===== config.mk =====
export PLATFORM = sky130hd
export DESIGN_NAME = seg_addr_gen
export DESIGN_NICKNAME = d
export VERILOG_FILES = /design/src/rtl/seg_addr_pkg.sv /design/src/rtl/seg_addr_seg_mux.sv /design/src/rtl/seg_addr_offset.sv /design/src/rtl/seg_addr_phys.sv /design/src/rtl/seg_addr_gen.sv
export SDC_FILE = /design/constraint.sdc
export NUM_CORES = 1
export LEC_CHECK = 0
export ABC_AREA = 1
export BUFFER_PORTS_ARGS = -buffer_cell sky130_fd_sc_hd__buf_2
export CAP_MARGIN = 0
export CORE_MARGIN = 4
export CORE_UTILIZATION = 45
export DETAILED_ROUTE_END_ITERATION = 8
export PLACE_DENSITY = 0.76
export REMOVE_ABC_BUFFERS = 1
export SLEW_MARGIN = 30
export SYNTH_ARGS = -nofsm -noshare
export SYNTH_HDL_FRONTEND = slang
export SYNTH_SLANG_ARGS = --single-unit

===== constraint.sdc =====
create_clock -name clk_i -period 0.85 [get_ports clk_i]
set_input_delay 0.1275 -clock clk_i [delete_from_list [all_inputs] [get_ports clk_i]]
set_output_delay 0.1275 -clock clk_i [all_outputs]
set_load 0.01 [all_outputs]

===== src/rtl/seg_addr_pkg.sv =====
package seg_addr_pkg;
  typedef enum logic [1:0] {
    SEG_ES = 2'd0,
    SEG_CS = 2'd1,
    SEG_SS = 2'd2,
    SEG_DS = 2'd3
  } seg_e;

  localparam int unsigned NUM_TERMS = 5;
endpackage


===== src/rtl/seg_addr_seg_mux.sv =====
module seg_addr_seg_mux
  import seg_addr_pkg::*;
#(
  parameter int unsigned SEG_W = 16
) (
  input  logic             fetch_i,
  input  logic             bp_used_i,
  input  logic             ovr_en_i,
  input  seg_e             ovr_seg_i,
  input  logic [SEG_W-1:0] cs_i,
  input  logic [SEG_W-1:0] ds_i,
  input  logic [SEG_W-1:0] ss_i,
  input  logic [SEG_W-1:0] es_i,
  output seg_e             seg_code_o,
  output logic [SEG_W-1:0] seg_val_o
);
  // fetch beats override, override beats default
  always_comb begin
    if (fetch_i)        seg_code_o = SEG_CS;
    else if (ovr_en_i)  seg_code_o = ovr_seg_i;
    else if (bp_used_i) seg_code_o = SEG_SS;
    else                seg_code_o = SEG_DS;
  end

  always_comb begin
    unique case (seg_code_o)
      SEG_ES:  seg_val_o = es_i;
      SEG_CS:  seg_val_o = cs_i;
      SEG_SS:  seg_val_o = ss_i;
      default: seg_val_o = ds_i;
    endcase
  end
endmodule


===== src/rtl/seg_addr_offset.sv =====
module seg_addr_offset
  import seg_addr_pkg::*;
#(
  parameter int unsigned OFF_W = 16
) (
  input  logic             fetch_i,
  input  logic [1:0]       base_sel_i,
  input  logic [1:0]       index_sel_i,
  input  logic             disp_en_i,
  input  logic [OFF_W-1:0] bx_i,
  input  logic [OFF_W-1:0] bp_i,
  input  logic [OFF_W-1:0] si_i,
  input  logic [OFF_W-1:0] di_i,
  input  logic [OFF_W-1:0] ip_i,
  input  logic [OFF_W-1:0] disp_i,
  output logic [OFF_W-1:0] ea_o,
  output logic             illegal_o
);
  logic [OFF_W-1:0] src   [NUM_TERMS];
  logic             en    [NUM_TERMS];
  logic [OFF_W-1:0] term  [NUM_TERMS];
  logic [OFF_W-1:0] acc   [NUM_TERMS+1];

  assign src[0] = bx_i;   assign en[0] = base_sel_i[0];
  assign src[1] = bp_i;   assign en[1] = base_sel_i[1];
  assign src[2] = si_i;   assign en[2] = index_sel_i[0];
  assign src[3] = di_i;   assign en[3] = index_sel_i[1];
  assign src[4] = disp_i; assign en[4] = disp_en_i;

  assign acc[0] = '0;
  for (genvar g = 0; g < NUM_TERMS; g++) begin : g_term
    assign term[g]  = en[g] ? src[g] : '0;
    assign acc[g+1] = acc[g] + term[g]; // wraps modulo 2^OFF_W
  end

  logic pair_err;
  assign pair_err  = (&base_sel_i) | (&index_sel_i);
  assign illegal_o = !fetch_i && pair_err;
  assign ea_o      = fetch_i ? ip_i : acc[NUM_TERMS];
endmodule


===== src/rtl/seg_addr_phys.sv =====
module seg_addr_phys #(
  parameter int unsigned SEG_W     = 16,
  parameter int unsigned OFF_W     = 16,
  parameter int unsigned SEG_SHIFT = 4,
  parameter int unsigned PA_W      = SEG_W + SEG_SHIFT
) (
  input  logic [SEG_W-1:0] seg_i,
  input  logic [OFF_W-1:0] off_i,
  output logic [PA_W-1:0]  pa_o
);
  logic [PA_W-1:0] seg_sh;
  logic [PA_W-1:0] off_ext;

  assign seg_sh  = PA_W'({seg_i, {SEG_SHIFT{1'b0}}});
  assign off_ext = PA_W'(off_i);
  assign pa_o    = seg_sh + off_ext; // carry out dropped: top wraps to zero
endmodule


===== src/rtl/seg_addr_gen.sv =====
module seg_addr_gen
  import seg_addr_pkg::*;
#(
  parameter int unsigned SEG_W     = 16,
  parameter int unsigned OFF_W     = 16,
  parameter int unsigned SEG_SHIFT = 4,
  localparam int unsigned PA_W     = SEG_W + SEG_SHIFT
) (
  input  logic             clk_i,
  input  logic             rst_ni,
  input  logic             valid_i,
  input  logic             fetch_i,
  input  logic [1:0]       base_sel_i,
  input  logic [1:0]       index_sel_i,
  input  logic             disp_en_i,
  input  logic             ovr_en_i,
  input  logic [1:0]       ovr_seg_i,
  input  logic [SEG_W-1:0] cs_i,
  input  logic [SEG_W-1:0] ds_i,
  input  logic [SEG_W-1:0] ss_i,
  input  logic [SEG_W-1:0] es_i,
  input  logic [OFF_W-1:0] bx_i,
  input  logic [OFF_W-1:0] bp_i,
  input  logic [OFF_W-1:0] si_i,
  input  logic [OFF_W-1:0] di_i,
  input  logic [OFF_W-1:0] ip_i,
  input  logic [OFF_W-1:0] disp_i,
  output logic             valid_o,
  output logic [PA_W-1:0]  pa_o,
  output logic [1:0]       seg_used_o,
  output logic [OFF_W-1:0] ea_o,
  output logic             illegal_o
);
  seg_e             seg_code;
  logic [SEG_W-1:0] seg_val;
  logic [OFF_W-1:0] ea;
  logic             illegal;
  logic [PA_W-1:0]  pa;

  seg_addr_seg_mux #(.SEG_W(SEG_W)) u_seg_mux (
    .fetch_i   (fetch_i),
    .bp_used_i (base_sel_i[1]),
    .ovr_en_i  (ovr_en_i),
    .ovr_seg_i (seg_e'(ovr_seg_i)),
    .cs_i      (cs_i),
    .ds_i      (ds_i),
    .ss_i      (ss_i),
    .es_i      (es_i),
    .seg_code_o(seg_code),
    .seg_val_o (seg_val)
  );

  seg_addr_offset #(.OFF_W(OFF_W)) u_offset (
    .fetch_i    (fetch_i),
    .base_sel_i (base_sel_i),
    .index_sel_i(index_sel_i),
    .disp_en_i  (disp_en_i),
    .bx_i       (bx_i),
    .bp_i       (bp_i),
    .si_i       (si_i),
    .di_i       (di_i),
    .ip_i       (ip_i),
    .disp_i     (disp_i),
    .ea_o       (ea),
    .illegal_o  (illegal)
  );

  seg_addr_phys #(
    .SEG_W    (SEG_W),
    .OFF_W    (OFF_W),
    .SEG_SHIFT(SEG_SHIFT),
    .PA_W     (PA_W)
  ) u_phys (
    .seg_i(seg_val),
    .off_i(ea),
    .pa_o (pa)
  );

  always_ff @(posedge clk_i or negedge rst_ni) begin
    if (!rst_ni) begin
      valid_o <= 1'b0;
    end else begin
      valid_o <= valid_i;
    end
  end

  always_ff @(posedge clk_i or negedge rst_ni) begin
    if (!rst_ni) begin
      pa_o       <= '0;
      ea_o       <= '0;
      seg_used_o <= '0;
      illegal_o  <= 1'b0;
    end else if (valid_i) begin
      pa_o       <= illegal ? '0 : pa;
      ea_o       <= illegal ? '0 : ea;
      seg_used_o <= seg_code;
      illegal_o  <= illegal;
    end
  end


  valid_pipe_chk: assert property (@(posedge clk_i) disable iff (!rst_ni)
    valid_i |=> valid_o);

  idle_pipe_chk: assert property (@(posedge clk_i) disable iff (!rst_ni)
    !valid_i |=> !valid_o);

  illegal_zero_chk: assert property (@(posedge clk_i) disable iff (!rst_ni)
    illegal_o |-> (pa_o == '0 && ea_o == '0));

  fetch_cs_chk: assert property (@(posedge clk_i) disable iff (!rst_ni)
    (valid_i && fetch_i) |=> (seg_used_o == SEG_CS && !illegal_o && ea_o == $past(ip_i)));

  override_chk: assert property (@(posedge clk_i) disable iff (!rst_ni)
    (valid_i && !fetch_i && ovr_en_i) |=> (seg_used_o == $past(ovr_seg_i)));

  bp_default_chk: assert property (@(posedge clk_i) disable iff (!rst_ni)
    (valid_i && !fetch_i && !ovr_en_i && base_sel_i[1]) |=> (seg_used_o == SEG_SS));

  hold_chk: assert property (@(posedge clk_i) disable iff (!rst_ni)
    !valid_i |=> ($stable(pa_o) && $stable(ea_o) && $stable(seg_used_o)));
endmodule


==> run_results.csv, run 1 <==
group,metric,value,unit
yosys,syn_inst,782,
floorplan,core-area,11000,um^2
timing,rsz0062_at_grt,"yes",
detailed_routing,vias_per_cell,5.25,
power,power.static_leakage,4.98,nW
layout,nFillCells,678,
setup_path,crit_fanout,8,
floorplan,dieArea,13200,um^2
placement,dp.final_hpwl,13.7,mm
clocking,clk_pin_slew,0.06,ns
global_route,grt_overflow,0,
yosys,ys_ff_latch,36,
clocking,cts-buffers-inserted,5,
yosys,syn_avg_cell_area,6.57,um^2
timing,fin_crit_sh,539,%
global_route,grt_pass1_vias,6457,
global_route,grt_util_all_layers,27.3,%
placement,post-place-ws,-4.08,ns
layout,nets,1373,
setup_path,worst_ep_arrival_time,4.80,ns
power,switching_share,45.6,%
timing,finClkSkew,0,ns
detailed_routing,wl_per_cell,17.1,um
power,ir_drop,1.38,mV
timing,final_hold_viol_count,0,
run,maxCapViolations,0,
setup_path,cpMaxStageDelayCell,"fa_1",
timing,report.final.setup_viol,73,
power,seq_power_share,12.7,%
power,cellPowerDensity,2360,nW/um^2
yosys,synth_edf_count,0,
layout,final_util,79.6,%
clocking,clk_latency,0.28,ns
clocking,cts_tree,"yes",
power,p_int,11.2,mW
yosys,yosys.area.top_type,"nand2_1",
clocking,clk_path_buf_depth,2,
power,switchingPower,9.41,mW
placement,dpl_cell_area,6980,um^2
outcome,violations,"negative setup slack",
detailed_routing,wl,21.7,mm
yosys,netlist_area,5140,um^2
floorplan,die_w,115,um
yosys,yosysMostFrequentCell,"nand2_1",
timing,fmax,218,MHz
clocking,cts-root-buf,"clkbuf_16",
global_route,grt_max_degree,37,
yosys,async_reset_ff_share,100,%
clocking,clock_sinks,36,
timing,layout_setup_ws,-3.73,ns
setup_path,worst-r2r-setup-slack,-0.01,ns
setup_path,crit_top_cell,"nand2_1",
detailed_routing,drt_iter0_drc,355,
floorplan,io-pin-count,212,
placement,io_buffers,211,
timing,max_slew.worst_pin.slew,0.470,ns
layout,layout-drive-gt1-share,50.5,%
layout,synthToLayoutAreaGrowth,70.2,%
power,combPwrFrac,77.1,%
global_route,grt_pass1_wl,29.3,mm
setup_path,critical_path_required,1.07,ns
timing,fin_crit,4.58,ns
detailed_routing,num_vias,6666,
timing,drv_slew,0,
timing,whs,0.139,ns
placement,gp_congestion,0.890,
setup_path,path_class,"in2reg",
setup_path,cpPeakStageDelay,0.54,ns
detailed_routing,drtPass1Iterations,5,
setup_path,start_kind,"input pin",
worst_hold_path,hold_class,"in2reg",
floorplan,rows,38,
outcome,status,"finished with violations",
floorplan,start_util,46.8,%
power,pwr-share-clk,10.2,%
yosys,yosysWarnings,0,
yosys,synth_common_cells,"nand2_1, inv_1, fa_1, nor2_1, nand3_1",
yosys,synth_cell_types,41,
yosys,synth_area_leaders,"nand2_1, dfrtp_1, fa_1, inv_1, ha_1",
yosys,ys_seq_area_share,17.5,%
setup_path,end_kind,"register",
clocking,htreeDepth,2,
detailed_routing,drc_errors,0,
floorplan,die_h,115,um
layout,postLayoutCellArea,8750,um^2
yosys,ys.flop_type,"dfrtp_1",
detailed_routing,ant_nets,0,
global_route,antenna_found_initial,2,
timing,relSlewSlack,68.5,%
yosys,netlist.area_leader.share,18.9,%
-- what timing repair did --
item	in CTS	in global routing
hold endpoints to repair	36	0
resized for setup	200	96
pin swaps	77	57
hold buffers	1	0
endpoints found under the setup margin	73	73
buffers inserted	44	22
gates cloned	1	0
-- placed cells by master (no fill, tap or decap), types with 12 or more instances in the layout --
cell     instances
a21oi_1         17
a21oi_2         14
a31oi_1         12
buf_2          195
buf_4          133
buf_6           27
dfrtp_1         36
fa_1            41
ha_4            22
inv_1          129
inv_2           22
nand2_1        213
nand2_2         41
nand3_1         16
nand3_2         24
nor2_1          27
o21ai_1         17
o21ai_2         13
-- sequential cells by signal, summed over array words and instances, names as in the netlist --
signal / count
pa_o: 20
ea_o: 12
valid_o: 1
seg_used_o: 2
illegal_o: 1
-- layer usage --
metal	share of wire, %	vias to the layer above	routed length, um	track usage (%)
met4	5.3	2	1160	7.51
met2	50	390	10800	51.2
met5	0.032	-	7	0
li1	-	3092	-	-
met1	36	3076	7720	31.7
met3	9.6	106	2080	5.00
-- layout make-up --
cell class | count | area [um^2] | share of cell area, %
antenna | 1 | 2.50 | 0.0286
clock buffer | 6 | 129 | 1.47
clock inverter | 2 | 35.0 | 0.401
inverter | 157 | 602 | 6.88
multi-input combinational | 560 | 4380 | 50.0
sequential | 36 | 901 | 10.3
tap | 140 | 175 | 2.00
timing repair buffer | 368 | 2530 | 28.9
-- metrics by stage --
stage | total power [mW] | instances | setup TNS [ns]
after floorplan | 8.19 | 753 | -86.40
after global placement | 12.3 | 1198 | -101.05
after detailed placement | 12.6 | 1198 | -102.77
after CTS | 17.8 | 1249 | -87.70
after global routing | 21.9 | 1269 | -98.22
final | 20.7 | 1270 | -94.16
-- power groups by stage --
stage,logic (mW),registers [mW],clock network [mW]
5_1_grt,17.0,2.67,2.18
4_1_cts,13.1,2.59,2.13
3_3_place_gp,9.75,2.59,0
6_report,15.9,2.62,2.11
3_5_place_dp,9.97,2.61,0
2_1_floorplan,5.33,2.85,0
-- critical path: cells and delay by family --
family,cells,cell delay (ns)
adders and majority gates,5,2.12
and+or+nand+nor,14,1.19
AOI/OAI and AO/OA,5,0.69
buffers and inverters,8,0.67
-- kinds of logic (layout without fill, tap and decap cells) --
| group | after synthesis | in the layout | share of synthesized area [%] |
|---|---|---|---|
| muxes | 2 | 2 | 0.390 |
| DFF | 36 | 36 | 17.5 |
| buffers and inverters | 186 | 533 | 14.2 |
| adders and majority gates | 73 | 73 | 24.4 |
| AOI/OAI and AO/OA | 104 | 104 | 11.9 |
| and+or+nand+nor | 370 | 370 | 29.7 |
| xor gates and xnor gates | 11 | 11 | 1.88 |
| other | 0 | 1 | 0 |
-- path summary, 6_finish.rpt --
path | depth (start not counted) | end | startpoint
min reg2reg | 2 | ea_o[12] | ea_o[12]
max | 32 | pa_o[18] | index_sel_i[1]
max reg2reg | 4 | pa_o[19] | pa_o[19]
min | 3 | pa_o[1] | ip_i[1]
max in group asynchronous | 3 | ea_o[5] | rst_ni
min in group asynchronous | 3 | pa_o[19] | rst_ni
(Power assumes the default switching activity.)
==> inputs of run 2 (changes only) <==
Settings changed: ABC_AREA 1 to default, CTS_CLUSTER_DIAMETER from default to 120.
==> run 2 against run 1 <==
Compared with the run above:
- sequential power hardly changed
- design area is 2.2% lower
- maximum frequency is 5.2% lower
- non-clock buffer count is 22 higher
- synthesized cell count is 25% lower
- via count is 11% lower
- clock skew stayed put
- sequential cell count stayed put
- wire length is 10% lower
- worst setup slack worse by 0.25 ns
- largest cell class unchanged
- the flow still finishes with violations (negative setup slack)
==> run_results.csv, run 2 <==
group,metric,value,unit
yosys,netlist_area,4960,um^2
clocking,clk_latency,0.30,ns
yosys,ys.flop_type,"dfrtp_1",
floorplan,rows,38,
floorplan,io-pin-count,212,
yosys,syn_inst,583,
global_route,grt_pass1_wl,28.4,mm
yosys,yosysWarnings,0,
layout,layout.cells.non_filler,1094,
yosys,synth_cell_types,66,
detailed_routing,num_vias,5936,
timing,report.final.setup_viol,74,
timing,rsz0062_at_grt,"yes",
global_route,antenna_found_initial,0,
global_route,grt_overflow,0,
global_route,grt_max_degree,37,
floorplan,die_h,113,um
timing,relSlewSlack,67.2,%
detailed_routing,drtPass1Iterations,5,
placement,post-place-ws,-4.56,ns
detailed_routing,drc_errors,0,
layout,layout_common_cells,"buf_2, buf_4, nand2_1",
yosys,yosysMostFrequentCell,"nand2_1",
placement,gp_congestion,0.966,
yosys,yosys.area.top_type,"dfrtp_1",
placement,io_buffers,211,
layout,antenna_cells,0,
setup_path,end_kind,"register",
power,power.static_leakage,4.30,nW
timing,fin_crit_sh,568,%
power,cellPowerDensity,2540,nW/um^2
clocking,cts_tree,"yes",
detailed_routing,drt_iter0_drc,337,
global_route,grt_util_all_layers,27.2,%
yosys,synth_edf_count,0,
yosys,async_reset_ff_share,100,%
detailed_routing,ant_nets,0,
global_route,grt.met3_usage,4.39,%
timing,drv_slew,0,
yosys,ys_seq_area_share,18.2,%
setup_path,worst_ep_arrival_time,5.05,ns
timing,finalSetupTns,-99.52,ns
timing,fmax,207,MHz
timing,layout_setup_ws,-3.98,ns
outcome,violations,"negative setup slack",
global_route,gr-usage-met2,49.8,%
layout,nets,1198,
global_route,grtUsageMet1,30.4,%
timing,max_slew.worst_pin.slew,0.490,ns
layout,largest_register_ffs,20,
layout,synthToLayoutAreaGrowth,72.7,%
clocking,cts-root-buf,"clkbuf_8",
floorplan,core-area,10800,um^2
clocking,cts-buffers-inserted,5,
placement,dp.cells,1017,
yosys,synth_area_leaders,"dfrtp_1, fa_1, ha_1, and2_1, nand2_1",
clocking,htreeDepth,2,
floorplan,die_w,113,um
clocking,clk_path_buf_depth,2,
detailed_routing,wl_per_cell,17.8,um
layout,layout-drive-gt1-share,55.8,%
setup_path,path_class,"in2reg",
layout,reg_top3,"pa_o x20, ea_o x12, seg_used_o x2",
clocking,clk_pin_slew,0.07,ns
yosys,ys_ff_latch,36,
layout,final_common_cell,"buf_2",
clocking,clock_sinks,36,
detailed_routing,wl,19.5,mm
floorplan,dieArea,12800,um^2
run,maxCapViolations,0,
global_route,grt_pass1_vias,6184,
setup_path,critical_path_required,1.07,ns
timing,fin_crit,4.83,ns
yosys,synth_common_cells,"nand2_1, inv_1, and2_1, fa_1, nor2_1",
placement,dp.final_hpwl,13.6,mm
timing,finClkSkew,0,ns
global_route,grt_busiest_layer,"met2",
floorplan,start_util,45.9,%
detailed_routing,vias_per_cell,5.43,
yosys,netlist.area_leader.share,18.2,%
layout,final_util,79.3,%
yosys,syn_avg_cell_area,8.50,um^2
setup_path,start_kind,"input pin",
setup_path,crit_fanout,4,
outcome,status,"finished with violations",
power,ir_drop,1.82,mV
layout,regMostFlops,"pa_o",
worst_hold_path,hold_class,"in2reg",
timing,final_hold_viol_count,0,
==> run 2: kinds of logic (layout without fill, tap and decap cells) <==
| kind of cell | Yosys count | after routing | share of synthesized area, % |
|---|---|---|---|
| xor gates and xnor gates | 32 | 32 | 5.65 |
| adders and majority gates | 73 | 73 | 25.2 |
| AOI/OAI and AO/OA | 153 | 153 | 22.5 |
| DFF | 36 | 36 | 18.2 |
| buffers and inverters | 88 | 458 | 7.25 |
| and+or+nand+nor | 193 | 194 | 19.4 |
| muxes | 8 | 8 | 1.74 |
==> run 2: path summary, 6_finish.rpt <==
kind	from	to	slack [ns]	depth (start not counted)
max	di_i[1]	pa_o[17]	-3.98	23
min	ip_i[12]	ea_o[12]	0.08	3
max reg2reg	ea_o[13]	ea_o[13]	-0.15	2
min in group asynchronous	rst_ni	pa_o[5]	0.34	3
max in group asynchronous	rst_ni	illegal_o	0.32	3
min reg2reg	seg_used_o[1]	seg_used_o[1]	0.51	1
==> run 2: routing by layer <==
metal | vias to the layer above | share of wire (%)
li1 | 2731 | -
met1 | 2810 | 37
met2 | 307 | 51
met3 | 88 | 6.6
met4 | 0 | 5.0
met5 | - | 0
==> run 2: timing repair <==
item | 4_1_cts | 5_1_grt
hold endpoints to repair | 36 | 0
resized for setup | 130 | 69
setup endpoints to repair | 74 | 74
buffers inserted | 47 | 29
gates cloned | 1 | 0
pin swaps | 56 | 70
hold buffers | 1 | 0
==> run 2: final cells by class <==
class	instances	area, um^2
Tap cell	140	175
Clock inverter	2	10.0
Multi-Input combinational cell	460	4510
Fill cell	672	2240
Timing Repair Buffer	390	2650
Inverter	60	225
Clock buffer	6	82.6
Sequential cell	36	901
==> run 2: power breakdown <==
group,internal [mW],switching [mW],leakage (nW)
clock network,0.647,0.646,0.0510
logic,9.54,8.25,3.80
registers,2.28,0.357,0.447
total,12.5,9.25,4.30
==> run 2: metrics by stage <==
stage          power, mW  hold slack (ns)  area (um^2)
6_report            21.7           0.0780         8560
5_1_grt             23.0           0.0810         8560
4_1_cts             18.7           0.0808         8040
3_5_place_dp        13.7            0.109         6990
3_3_place_gp        13.3            0.106         6990
2_1_floorplan       8.73           -0.168         4820
==> run 2: critical path, stage by stage <==
cell and delay, ns:
buf_6 0.09, and2_4 0.15, fa_1 0.56, inv_2 0.05, fa_1 0.42, fa_1 0.56
inv_2 0.06, ha_4 0.28, a211oi_4 0.07, buf_4 0.14, o211ai_1 0.20, o221ai_2 0.12
buf_4 0.16, o22a_1 0.20, xnor2_1 0.16, mux2_4 0.29, ha_4 0.24, a21oi_1 0.17
o21ai_1 0.15, a221oi_2 0.33, and2b_1 0.26, xnor2_2 0.15, o2bb2ai_2 0.13
==> inputs of run 3 (changes only) <==
Settings changed: CORE_MARGIN 4 to 5, GPL_ROUTABILITY_DRIVEN from default to 0, RECOVER_POWER from default to 50.
==> run 3 against run 2 <==
Compared with the run above:
- the flow still finishes with violations (negative setup slack)
- first-iteration DRC count is 24% lower
- non-clock buffer count fell by 18
- sequential power hardly changed
- sequential cell count did not move
- die area increased by 3.6%
- via count down 3.6%
- design area down 2.9%
- worst hold slack worse by 0.0018 ns
- worst setup slack worse by 0.047 ns
- combinational power fell by 4%
- cell count decreased by 1.7%
- clock skew did not move
- critical path type unchanged
- largest cell class unchanged
- highest routed layer unchanged
==> run_results.csv, run 3 (synthesized netlist as in run 2, its figures left out) <==
group,metric,value,unit
setup_path,critical_path_required,1.03,ns
worst_hold_path,worstHoldPathCells,3,
layout,antenna_cells,0,
detailed_routing,drtPass1Iterations,5,
clocking,cts_tree,"yes",
global_route,grt_pass1_wl,28.4,mm
layout,final_common_cell,"buf_2",
layout,postLayoutCellArea,8310,um^2
setup_path,worst-r2r-setup-slack,-0.11,ns
placement,dpl_cell_area,6870,um^2
power,ir_drop,1.55,mV
layout,layout-drive-gt1-share,53.4,%
timing,finClkSkew,0,ns
clocking,clk_pin_slew,0.07,ns
floorplan,start_util,45.7,%
placement,post-place-ws,-4.47,ns
clocking,clock_sinks,36,
run,maxCapViolations,0,
power,switchingPower,9.04,mW
outcome,status,"finished with violations",
timing,drv_slew,0,
layout,synthToLayoutAreaGrowth,67.6,%
placement,dp.cells,1009,
placement,io_buffers,211,
layout,layout.cells.non_filler,1075,
global_route,grt_util_all_layers,26.6,%
detailed_routing,wl,19.2,mm
layout,nFillCells,726,
outcome,violations,"negative setup slack",
layout,layout_common_cells,"buf_2, buf_4, nand2_1",
clocking,clk_latency,0.29,ns
setup_path,r2r_cells,2,
timing,whs,0.0762,ns
setup_path,worstPathCellList,"buf_6 -> and2_4 -> fa_1 -> inv_2 -> fa_1 -> fa_1 -> inv_2 -> ha_4 -> buf_6 -> a211oi_4 -> nor2_2 -> o41a_1 -> a21o_1 -> xnor2_2 -> o21ai_2 -> ha_4 -> o211ai_1 -> buf_4 -> a2111oi_4 -> a221oi_2 -> and2b_1 -> xnor2_1 -> o2bb2ai_1",
power,p_int,12.0,mW
power,combPwrFrac,81.4,%
power,pwr-share-clk,6.2,%
timing,relSlewSlack,67.0,%
layout,regMostFlops,"pa_o",
floorplan,core-area,10800,um^2
layout,multi_input_area,4440,um^2
setup_path,crit_top_cell,"fa_1",
clocking,htreeDepth,2,
layout,ff_latch_area,901,um^2
clocking,cts-root-buf,"clkbuf_8",
global_route,grt_max_degree,37,
setup_path,worst_ep_arrival_time,5.06,ns
timing,fin_crit,4.88,ns
detailed_routing,wl_per_cell,17.8,um
detailed_routing,vias_per_cell,5.32,
power,seq_power_share,12.4,%
timing,fmax,205,MHz
timing,layout_setup_ws,-4.03,ns
timing,rsz0062_at_grt,"yes",
timing,final_hold_viol_count,0,
placement,dp.final_hpwl,13.7,mm
global_route,grt_pass1_vias,6066,
layout,final_util,76.6,%
timing,fin_crit_sh,574,%
setup_path,end_kind,"register",
detailed_routing,drt_iter0_drc,255,
floorplan,die_w,115,um
timing,max_slew.worst_pin.slew,0.493,ns
power,switching_share,43.1,%
detailed_routing,ant_nets,0,
setup_path,timing.rr.end,"ea_o[12]",
clocking,clk_path_buf_depth,2,
setup_path,path_class,"in2reg",
layout,nets,1179,
setup_path,cpPeakStageDelay,0.55,ns
worst_hold_path,hold_class,"in2reg",
setup_path,cpMaxStageDelayCell,"fa_1",
floorplan,die_h,115,um
floorplan,io-pin-count,212,
worst_hold_path,hold_end,"ea_o[8]",
floorplan,rows,38,
layout,largest_register_ffs,20,
clocking,cts-buffers-inserted,5,
floorplan,dieArea,13200,um^2
timing,report.final.setup_viol,75,
worst_hold_path,holdCritStartpoint,"ip_i[8]",
setup_path,crit_fanout,3,
layout,reg_top3,"pa_o x20, ea_o x12, seg_used_o x2",
power,power.static_leakage,4.16,nW
detailed_routing,num_vias,5724,
global_route,antenna_found_initial,0,
detailed_routing,drc_errors,0,
setup_path,r2r_start,"ea_o[12]",
setup_path,start_kind,"input pin",
power,cellPowerDensity,2530,nW/um^2
global_route,grt_overflow,0,
## run 3: changes by cell type in the layout (fill, tap and decap cells not counted), moves of 4 or more
cell      change
buf_12        -5
buf_4        -19
buf_6         +8
clkbuf_1      +4
ha_4          -5
## run 3: how the worst max path moves through the flow
stage / from / to / slack (ns) / cells after the start
after CTS: di_i[1] / pa_o[17] / -3.81 / 23
final: di_i[1] / pa_o[17] / -4.03 / 23
after global routing: di_i[1] / pa_o[17] / -4.16 / 23
after global placement: index_sel_i[1] / pa_o[18] / -4.26 / 23
after detailed placement: index_sel_i[1] / pa_o[19] / -4.47 / 23
after floorplan: di_i[1] / pa_o[18] / -4.13 / 22
## run 3: worst max-delay path: cells and delay by family
family | cells | cell delay (ns)
compound gates | 8 | 1.66
xor+xnor | 2 | 0.29
fa+ha+maj | 5 | 2.00
buf+inv | 5 | 0.49
simple gates | 3 | 0.48
## run 3: area by class of cell
class,count,share of cell area [%]
Clock buffer,8,1.08
Multi-Input combinational cell,459,53.5
Sequential cell,36,10.8
Timing Repair Buffer,372,29.8
Inverter,60,2.71
Tap cell,140,2.11
## run 3: layer usage
layer / share of wire [%] / vias to the layer above / GRT usage [%]
met1: 36 / 2682 / 29.7
met2: 52 / 288 / 50.3
li1: - / 2687 / -
met4: 4.3 / 0 / 11.0
met5: 0 / - / 0
met3: 7.3 / 67 / 3.42
## run 3: per-stage QoR
step / TNS (ns) / power [mW]
2_1_floorplan: -95.68 / 8.73
3_3_place_gp: -105.92 / 13.1
3_5_place_dp: -109.99 / 13.5
4_1_cts: -95.08 / 18.6
5_1_grt: -105.14 / 22.2
6_report: -99.58 / 21.0
## run 3: power by group through the flow
stage	clock network (mW)	logic (mW)	registers (mW)
floorplan	0	5.84	2.90
finish	1.30	17.1	2.61
global route	1.38	18.2	2.66
detailed placement	0	10.9	2.63
CTS	1.31	14.7	2.57
global placement	0	10.5	2.61
## run 3: timing repair
item / CTS / global route
resized for setup: 149 / 47
gates cloned: 0 / 1
endpoints found under the hold margin: 36 / 0
setup endpoints to repair: 75 / 75
pin swaps: 73 / 49
hold buffers: 1 / 0
buffers inserted: 37 / 24
